--- src/rtl/hbi_pkg.sv ---
// Shared constants for the halfband interpolator.
// Assumes the fixed 43-tap coefficient set; nothing here is programmable.
package hbi_pkg;
    localparam int NUM_PAIRS   = 11;    // nonzero symmetric side-tap pairs
    localparam int CENTER_COEF = 1998;  // centre tap weight
    localparam int FRAC_BITS   = 11;    // output scaling shift

    // Signed side-tap weight, j = 0 is the pair next to the centre.
    function automatic int side_coef(input int j);
        case (j)
            0:       return 1264;
            1:       return -400;
            2:       return 216;
            3:       return -131;
            4:       return 81;
            5:       return -50;
            6:       return 29;
            7:       return -16;
            8:       return 8;
            9:       return -3;
            10:      return 1;
            default: return 0;
        endcase
    endfunction
endpackage

--- src/rtl/hbi_delay_line.sv ---
// Half-rate sample history for the interpolator.
// Shifts one sample in when shift_en is high; taps_o[0] is the newest.
// Assumes shift_en is pulsed at most once per output pair.
module hbi_delay_line #(
    parameter int DATA_W = 10,
    parameter int LEN    = 22
) (
    input  logic                     clk,
    input  logic                     rst_n,
    input  logic                     shift_en,
    input  logic signed [DATA_W-1:0] din,
    output logic signed [DATA_W-1:0] taps_o [LEN]
);
    // Shift register with synchronous clear.
    always_ff @(posedge clk) begin
        if (!rst_n) begin
            for (int k = 0; k < LEN; k++) taps_o[k] <= '0;
        end else if (shift_en) begin
            taps_o[0] <= din;
            for (int k = 1; k < LEN; k++) taps_o[k] <= taps_o[k-1];
        end
    end

    // idle cycles leave the history untouched
    a_r7_hold_when_idle: assert property (@(posedge clk) disable iff (!rst_n)
        !shift_en |=> ($stable(taps_o[0]) && $stable(taps_o[LEN-1])));

    // reset empties the history
    a_r1_line_cleared: assert property (@(posedge clk)
        !rst_n |=> (taps_o[0] == '0 && taps_o[LEN-1] == '0));
endmodule

--- src/rtl/hbi_side_branch.sv ---
// Pre-added polyphase branch: pairs symmetric taps, weights each pair
// by its fixed coefficient and sums the products combinationally.
// Assumes ACC_W is wide enough for the full-scale sum without wrap.
module hbi_side_branch
    import hbi_pkg::*;
#(
    parameter int DATA_W = 10,
    parameter int ACC_W  = 26,
    parameter int PAIRS  = NUM_PAIRS
) (
    input  logic signed [DATA_W-1:0] taps_i [2*PAIRS],
    output logic signed [ACC_W-1:0]  sum_o
);
    logic signed [ACC_W-1:0] prod [PAIRS];

    for (genvar j = 0; j < PAIRS; j++) begin : g_pair
        localparam logic signed [ACC_W-1:0] K = ACC_W'(side_coef(j));
        logic signed [DATA_W:0] pre;
        // Pre-adder for the two taps sharing one weight.
        assign pre = {taps_i[PAIRS-1-j][DATA_W-1], taps_i[PAIRS-1-j]}
                   + {taps_i[PAIRS+j][DATA_W-1], taps_i[PAIRS+j]};
        // Constant weighting of the paired sum.
        assign prod[j] = ACC_W'(pre) * K;
    end

    // Sum of all weighted pairs.
    always_comb begin
        logic signed [ACC_W-1:0] acc;
        acc = '0;
        for (int j = 0; j < PAIRS; j++) acc = acc + prod[j];
        sum_o = acc;
    end
endmodule

--- src/rtl/hbi_round_sat.sv ---
// Output stage: rounds half toward plus infinity, drops FRAC fraction
// bits, clips into the signed DATA_W range and registers the result.
module hbi_round_sat #(
    parameter int ACC_W  = 26,
    parameter int DATA_W = 10,
    parameter int FRAC   = 11
) (
    input  logic                     clk,
    input  logic                     rst_n,
    input  logic signed [ACC_W-1:0]  value_i,
    output logic signed [DATA_W-1:0] q_o
);
    localparam logic signed [ACC_W-1:0]  HALF = ACC_W'(1) <<< (FRAC - 1);
    localparam int MAXV = 2 ** (DATA_W - 1) - 1;
    localparam int MINV = -(2 ** (DATA_W - 1));
    localparam logic signed [ACC_W-1:0]  HI   = ACC_W'(MAXV);
    localparam logic signed [ACC_W-1:0]  LO   = ACC_W'(MINV);
    localparam logic signed [DATA_W-1:0] QMAX = DATA_W'(MAXV);
    localparam logic signed [DATA_W-1:0] QMIN = DATA_W'(MINV);

    logic signed [ACC_W-1:0]  rounded;
    logic signed [DATA_W-1:0] q_nxt;

    // Round and rescale.
    always_comb rounded = (value_i + HALF) >>> FRAC;

    // Clip into the output range.
    always_comb begin
        if (rounded > HI)      q_nxt = QMAX;
        else if (rounded < LO) q_nxt = QMIN;
        else                   q_nxt = rounded[DATA_W-1:0];
    end

    // Output register.
    always_ff @(posedge clk) begin
        if (!rst_n) q_o <= '0;
        else        q_o <= q_nxt;
    end

    // overflow clips to the positive limit
    a_r5_clip_high: assert property (@(posedge clk) disable iff (!rst_n)
        (rounded > HI) |=> (q_o == QMAX));
    // underflow clips to the negative limit
    a_r5_clip_low: assert property (@(posedge clk) disable iff (!rst_n)
        (rounded < LO) |=> (q_o == QMIN));
    // reset drives the output to zero
    a_r1_reset_zero: assert property (@(posedge clk)
        !rst_n |=> (q_o == '0));
endmodule

--- src/rtl/hbi_interp.sv ---
// Halfband 2x interpolator, top level.
// Holds the half-rate history, builds the centre and pre-added branches,
// alternates them with a phase toggle and emits one sample per cycle.
// Assumes in_valid is high at most every second cycle in normal use.
module hbi_interp
    import hbi_pkg::*;
#(
    parameter int DATA_W = 10,
    parameter int ACC_W  = DATA_W + 16
) (
    input  logic                     clk,
    input  logic                     rst_n,
    input  logic                     in_valid,
    input  logic signed [DATA_W-1:0] in_data,
    output logic signed [DATA_W-1:0] out_data
);
    localparam int LINE_LEN = 2 * NUM_PAIRS;
    localparam int CTR_IDX  = NUM_PAIRS - 1;
    localparam int CTR_LIM  = (CENTER_COEF * (2 ** (DATA_W - 1))) / (2 ** FRAC_BITS);

    logic signed [DATA_W-1:0] line_taps [LINE_LEN];
    logic signed [ACC_W-1:0]  side_val;
    logic signed [ACC_W-1:0]  ctr_val;
    logic signed [ACC_W-1:0]  sel_val;
    logic                     ph;        // 1 = centre branch this cycle
    logic                     line_zero;

    hbi_delay_line #(.DATA_W(DATA_W), .LEN(LINE_LEN)) u_line (
        .clk      (clk),
        .rst_n    (rst_n),
        .shift_en (in_valid),
        .din      (in_data),
        .taps_o   (line_taps)
    );

    hbi_side_branch #(.DATA_W(DATA_W), .ACC_W(ACC_W), .PAIRS(NUM_PAIRS)) u_side (
        .taps_i (line_taps),
        .sum_o  (side_val)
    );

    // Centre branch: one weighted tap from the middle of the history.
    assign ctr_val = ACC_W'(line_taps[CTR_IDX]) * ACC_W'(CENTER_COEF);

    // Phase toggle, realigned by each accepted sample.
    always_ff @(posedge clk) begin
        if (!rst_n)        ph <= 1'b0;
        else if (in_valid) ph <= 1'b0;
        else               ph <= ~ph;
    end

    // Branch select.
    always_comb sel_val = ph ? ctr_val : side_val;

    // Detect an all-zero history.
    always_comb begin
        line_zero = 1'b1;
        for (int k = 0; k < LINE_LEN; k++)
            if (line_taps[k] != '0) line_zero = 1'b0;
    end

    hbi_round_sat #(.ACC_W(ACC_W), .DATA_W(DATA_W), .FRAC(FRAC_BITS)) u_out (
        .clk     (clk),
        .rst_n   (rst_n),
        .value_i (sel_val),
        .q_o     (out_data)
    );

    // the edge after an accepted sample selects the pre-added branch
    a_r2_side_after_accept: assert property (@(posedge clk) disable iff (!rst_n)
        in_valid |=> (sel_val == side_val));
    // a centre-phase output never exceeds the scaled centre limit
    a_r3_center_bound: assert property (@(posedge clk) disable iff (!rst_n)
        ph |=> (out_data <= CTR_LIM && out_data >= -CTR_LIM));
    // an empty history yields a zero output in either phase
    a_r8_quiet_line: assert property (@(posedge clk) disable iff (!rst_n)
        line_zero |=> (out_data == '0));
endmodule

--- config.mk ---
export PLATFORM = sky130hd
export DESIGN_NAME = hbi_interp
export DESIGN_NICKNAME = d
export VERILOG_FILES = /design/src/rtl/hbi_pkg.sv /design/src/rtl/hbi_delay_line.sv /design/src/rtl/hbi_side_branch.sv /design/src/rtl/hbi_round_sat.sv /design/src/rtl/hbi_interp.sv
export SDC_FILE = /design/constraint.sdc
export NUM_CORES = 2
export LEC_CHECK = 0
export ABC_AREA = 0
export BUFFER_PORTS_ARGS = -buffer_cell sky130_fd_sc_hd__buf_2
export CAP_MARGIN = 40
export CORE_MARGIN = 4
export CORE_UTILIZATION = 35
export CTS_BUF_LIST = sky130_fd_sc_hd__clkbuf_4
export CTS_CLUSTER_DIAMETER = 40
export DETAILED_ROUTE_END_ITERATION = 8
export GPL_ROUTABILITY_DRIVEN = 0
export GPL_TIMING_DRIVEN = 0
export SLEW_MARGIN = 40
export SYNTH_ARGS = -nofsm -noshare
export SYNTH_HDL_FRONTEND = slang
export SYNTH_SLANG_ARGS = --single-unit
export TNS_END_PERCENT = 1
--- constraint.sdc ---
create_clock -name clk -period 28.5 [get_ports clk]
set_input_delay 4.275 -clock clk [delete_from_list [all_inputs] [get_ports clk]]
set_output_delay 4.275 -clock clk [all_outputs]
set_load 0.005 [all_outputs]
---- After elaboration in Yosys (flattened, before gate mapping) ----
Cells that the tools add are included.
storage, ports and cells
  flip-flop bits (word level) ............. 231
  input port bits ......................... 13
  output and inout bits ................... 10
  logic and storage cells ................. 66
operators by class
  add/sub/neg operators ................... 23
  $mul .................................... 9
  $lt $le $gt $ge ......................... 2
  mux-type cells .......................... 3
  bitwise operators ....................... 2
  reductions and logical operators ........ 2
operators with widths
  kind                      number
  $add A26 B26 Y26          8
  $add A10 B10 Y11          11
  $mul A11 B6 Y17 const B   4
  $mul A11 B8 Y19 const B   2
  $add A26 B11 Y26          1
  $add A26 B12 Y26 const B  1
  $add A26 B14 Y26          1
  $mux W26                  1
  $neg A11 Y22              1
  $mul A10 B11 Y21 const B  1
  $mul A11 B9 Y20 const B   1
  $gt A15 B10 Y1 const B    1
  $lt A15 B10 Y1 const B    1
  $mul A11 B3 Y14 const B   1
  $mux W10                  1
  $mux W9                   1
  $reduce_or A2 Y1          2
  $not A1 Y1                2

---- Longest topological paths before layout ----
  word-level depth ........................ 17
  depth in mapped cells ................... 53
  mapped depth without buffers ............ 53

---- Modules after synthesis ----
From an unflattened synthesis, not the netlist that was laid out.
second synthesis, totals
  cells, all modules ...................... 3362
  area, all modules ....................... 33204.3 um^2
modules (own cells, without submodules)
  module           instances  cells an instance  area each (um^2)  seq. area each (um^2)
  hbi_side_branch  1          2257               21157.8           0.0
  hbi_delay_line   1          709                8538.2            4404.2
  hbi_interp       1          316                2761.4            20.0
  hbi_round_sat    1          80                 747.0             200.2

---- Worst setup path after synthesis ----
OpenSTA, ideal clock, no wires.
  kind .................................... register to register
  start point ............................. register u_line.taps_o[71] in the netlist's numbering
  end point ............................... register u_out.q_o[3]
  library setup time ...................... 0.138 ns
  arrival ................................. 11.943 ns
  data required time ...................... 28.362 ns
  setup slack ............................. 16.419 ns
  cell stages (with the launch flop) ...... 50
  buffers on the path ..................... 1
  clock period less this slack ............ 12.081 ns
  path through ............................ dfxtp_1 ha_1 a21o_1 a21oi_1 o21bai_1 a21oi_1 o21bai_1 a21oi_1 xnor2_1 ha_1 inv_1 fa_1 fa_1 inv_1 fa_1 ha_1 ha_1 a21o_1 [14 not listed] fa_1 inv_1 fa_1 inv_1 fa_1 inv_1 ha_1 nand2_1 a211o_1 o311ai_1 nor2_1 o21bai_1 mux2i_1 mux2_2 o21ai_0 mux2i_1 o311ai_4 o31ai_2
between the ends
  longest elaborated chain between the ends .. 15
  elaborated cells between the ends (all ways) .. 16
  classes of those cells .................. 10 x add/sub; 1 x mul; 2 x order compare; 3 x mux
ends and longest elaborated chain
  what                               line                   source
  start, declared                    hbi_delay_line.sv:12   output logic signed [DATA_W-1:0] taps_o [LEN]
  $add A10 B10 Y11 (*)               hbi_side_branch.sv:21  + {taps_i[PAIRS+j][DATA_W-1], taps_i[PAIRS+j]};
  $mul A11 B9 Y20 (*)                hbi_side_branch.sv:23  assign prod[j] = ACC_W'(pre) * K;
  $add A26 B26 Y26 (*) (5 in a row)  hbi_side_branch.sv:30  for (int j = 0; j < PAIRS; j++) acc = acc + prod[j];
  $add A26 B14 Y26 (*)               hbi_side_branch.sv:30
  $add A26 B26 Y26 (*)               hbi_side_branch.sv:30
  $add A26 B11 Y26 (*)               hbi_side_branch.sv:30
  $mux W26 (*)                       hbi_interp.sv:52       always_comb sel_val = ph ? ctr_val : side_val;
  $add A26 B12 Y26 (*)               hbi_round_sat.sv:25    always_comb rounded = (value_i + HALF) >>> FRAC;
  $lt A15 B10 Y1                     hbi_round_sat.sv:30    else if (rounded < LO) q_nxt = QMIN;
  $mux W10                           hbi_round_sat.sv:30
  $mux W9 (*)                        hbi_round_sat.sv:29    if (rounded > HI) q_nxt = QMAX;
  end signal, assigned               hbi_round_sat.sv:37    else q_o <= q_nxt;
  end, declared                      hbi_round_sat.sv:11    output logic signed [DATA_W-1:0] q_o
Every way passes the cells marked *; elsewhere a longest branch is shown, timed or not.
A chain may end at the register's enable or synchronous reset.

---- Worst setup path after layout ----
  start point ............................. register u_line.taps_o[71] in the netlist's numbering
  end point ............................... register u_out.q_o[7]
The elaborated chain is that of the path after synthesis.

==> flow_metrics.tcl <==
set metrics [dict create \
    drive_above_1_share_pct 4.80 \
    clockBufferDepth 3 \
    ys.flop_type "dfxtp_1" \
    worstSetupPathType "reg -> reg" \
    place_area_mm2 0.0329 \
    grt_use_met1_pct 22.8 \
    setup_violations 0 \
    skew_ns 0.0389 \
    cts_buffers 61 \
    grt_max_degree 16 \
    worstPathRequired_ns 29.13 \
    synthXorXnorAreaFrac_pct 6.92 \
    grt_pass1_wl_um 122000 \
    slew_headroom_pct 37.6 \
    wl_um 74500 \
    via_per_inst 4.75 \
    synth_top_family_by_area "adder cells" \
    cts_resized 0 \
    outcome "finished clean" \
    postCtsSetupBuffers 0 \
    start_util_pct 35.3 \
    critPathMaxFanout 10 \
    min_period_ns 14.01 \
    core_area_mm2 0.0886 \
    dr.first_iter.drc_count 1077 \
    avgSynthCellArea_um2 9.51 \
    tightest_slew_ns 0.930 \
    drcViolationCount 0 \
    max_freq_ghz 0.0714 \
    critPathMostFrequentCell "fa_1" \
    dr.pass1.iters 5 \
    die_h_um 307 \
    utilization_pct 38.1 \
    areaGrowthSynthToFinish_pct 7.82 \
    hold_buffers 0 \
    critPathLaunchType "flip-flop" \
    dp_hpwl_um 64400 \
    fin_crit_sh_pct 49.2 \
    syn_inst 3293 \
    cts_root_buf "clkbuf_4" \
    num_rows 109 \
    grt.busiest_layer "met2" \
    synth-simple-area-share_pct 7.27 \
    ir_drop_mv 0.0534 \
    cp.arrival_ns 14.64 \
    pwr_density_cell_mw_per_mm2 40.0 \
    fin_tns_setup_ns 0 \
    synth.area.mux_share_pct 7.60 \
    wl_per_cell_um 16.2 \
    antenna_found_initial 2 \
    cts_tree "done" \
    drtAntennaViolNets 0 \
    grt.total_usage_pct 16.3 \
    n_fill_cell 8944 \
    hold_path.class "reg -> reg" \
    htree_levels 2 \
    synth_edf_count 0 \
    clk_pin_slew_ns 0.07 \
    ys_types 79 \
    ys_warn_count 0 \
    nets 4297 \
    ios 23 \
    finalInstanceArea_mm2 0.0338 \
    cp_slowest_cell "xnor2_1" \
    power_leakage_nw 17.5 \
    final_max_slew_viol_count 0 \
    num_vias 21800 \
    ys_seq_area_share_pct 14.8 \
    synth-async-reset-ratio_pct 0 \
    rsz0062_at_grt "false" \
    synth_compound_gate_area_share_pct 9.14 \
    grtUsageMet2_pct 26.7 \
    syn_nets 4213 \
    port_buffers 21 \
    ys_seq_elements 231 \
    met3_usage_pct 2.43 \
    hold_viol 0 \
    clock_sinks 231 \
    overflow 0 \
    synth-adder-area-share_pct 45.6 \
    dieArea_mm2 0.0944 \
    die_w_um 307 \
    synth_area_mm2 0.0313 \
    cpPeakStageDelay_ns 0.59 \
    cap_violations 0 \
    first_global_vias 22300 \
    endpoint_kind "flip-flop" \
    clk_latency_ns 0.81 \
]
per-layer routing:
layer  wire length (um)  up-vias  part of all wire, %
li1                   -    10900                    -
met1              35100    10500                   47
met2              34600      326                   46
met3               3190       80                  4.3
met4               1570        0                  2.1
met5                  0        -                    0
report_power, final:
| group | total [mW] | leakage, nW | internal, mW | switching, mW |
|---|---|---|---|---|
| Combinational | 0.687 | 15.2 | 0.274 | 0.413 |
| Clock | 0.327 | 0.476 | 0.175 | 0.152 |
| Sequential | 0.337 | 1.87 | 0.333 | 0.00377 |
worst max-delay path, delay by kind of cell, from the launching register on:
family	cells	cell delay (ns)
XOR/XNOR	2	0.90
multiplexers	3	0.97
adder cells (fa/ha/maj)	13	5.57
AO/OA/AOI/OAI	21	4.94
AND/OR/NAND/NOR	3	0.32
flip-flops	1	0.48
buffers and inverters	7	0.67
flip-flops by register name (all words and copies together), names as in the netlist:
name and count:
u_line.taps_o 220, u_out.q_o 10, ph 1
metrics by stage:
step                cells  hold WS [ns]  power (mW)  setup slack, ns
finish               4585         0.497        1.35            14.49
global route         4585         0.527        1.47            13.52
CTS                  4583         0.499        1.36            14.52
detailed placement   4479         0.482        1.03            14.55
global placement     4479         0.477        1.02            14.54
floorplan            3293         0.460       0.862            16.42
path summary, 6_finish.rpt:
kind | startpoint | endpoint | slack, ns | depth (start not counted)
min reg2reg | u_line.taps_o[1] | u_line.taps_o[1] | 0.50 | 2
max reg2reg | u_line.taps_o[71] | u_out.q_o[7] | 14.49 | 49
min | u_line.taps_o[1] | u_line.taps_o[1] | 0.50 | 2
max | u_line.taps_o[71] | u_out.q_o[7] | 14.49 | 49
cells by family (layout without fill, tap and decap cells):
group | after synthesis | in the layout
AOI/OAI and AO/OA | 441 | 441
xor gates and xnor gates | 245 | 245
adders and majority gates | 908 | 908
buffers and inverters | 728 | 853
DFF | 231 | 231
muxes | 237 | 237
other | 0 | 2
and+or+nand+nor | 503 | 503
synth_stat cells, types with 39 or more instances:
master / number / share of area (%)
dfxtp_1: 231 / 15
xor2_1: 60 / 1.7
nor2_1: 307 / 3.7
mux2i_1: 230 / 7.3
xnor2_1: 183 / 5.1
o21bai_1: 55 / 1.3
ha_1: 518 / 21
clkbuf_1: 39 / 0.47
inv_1: 659 / 7.9
a21oi_1: 145 / 2.3
nand2_1: 67 / 0.80
o21ai_0: 71 / 1.1
a21o_1: 52 / 1.2
fa_1: 389 / 25
placed cells by master, fill, tap and decap left out, types with 5 or more instances in the layout:
cell       count
o21ai_0       71
o21a_1        13
and3_1         8
nor2_1       307
nand4_1        7
dfxtp_1      231
fa_1         389
nor3_1        22
o31ai_1        5
clkinv_1      18
mux2i_1      229
a211o_1        6
a21oi_1      145
nand3b_1       6
o21bai_1      55
bufinv_16      5
clkbuf_1      37
buf_2         27
a21boi_0      12
xnor2_1      178
nor2b_1       23
nand3_1       17
nand2b_1      13
buf_1         21
xor2_1        59
o21ai_1       14
a31oi_1       10
a21o_1        52
nand2_1       67
nor4_1         6
xnor2_2        6
clkbuf_4      80
o211ai_1       5
mux2_2         7
ha_1         518
inv_1        659
a211oi_1       8
final cells by class:
class | instances | area, um^2 | area share, %
Multi-Input combinational cell | 2334 | 24000 | 71.1
Sequential cell | 231 | 4620 | 13.7
Inverter | 662 | 2480 | 7.36
Tap cell | 1165 | 1460 | 4.31
Clock buffer | 80 | 601 | 1.78
Buffer | 66 | 258 | 0.763
Clock inverter | 24 | 225 | 0.667
Timing Repair Buffer | 21 | 105 | 0.311
Antenna cell | 2 | 5.00 | 0.0148
No activity file was read; power rests on OpenSTA's default activity.
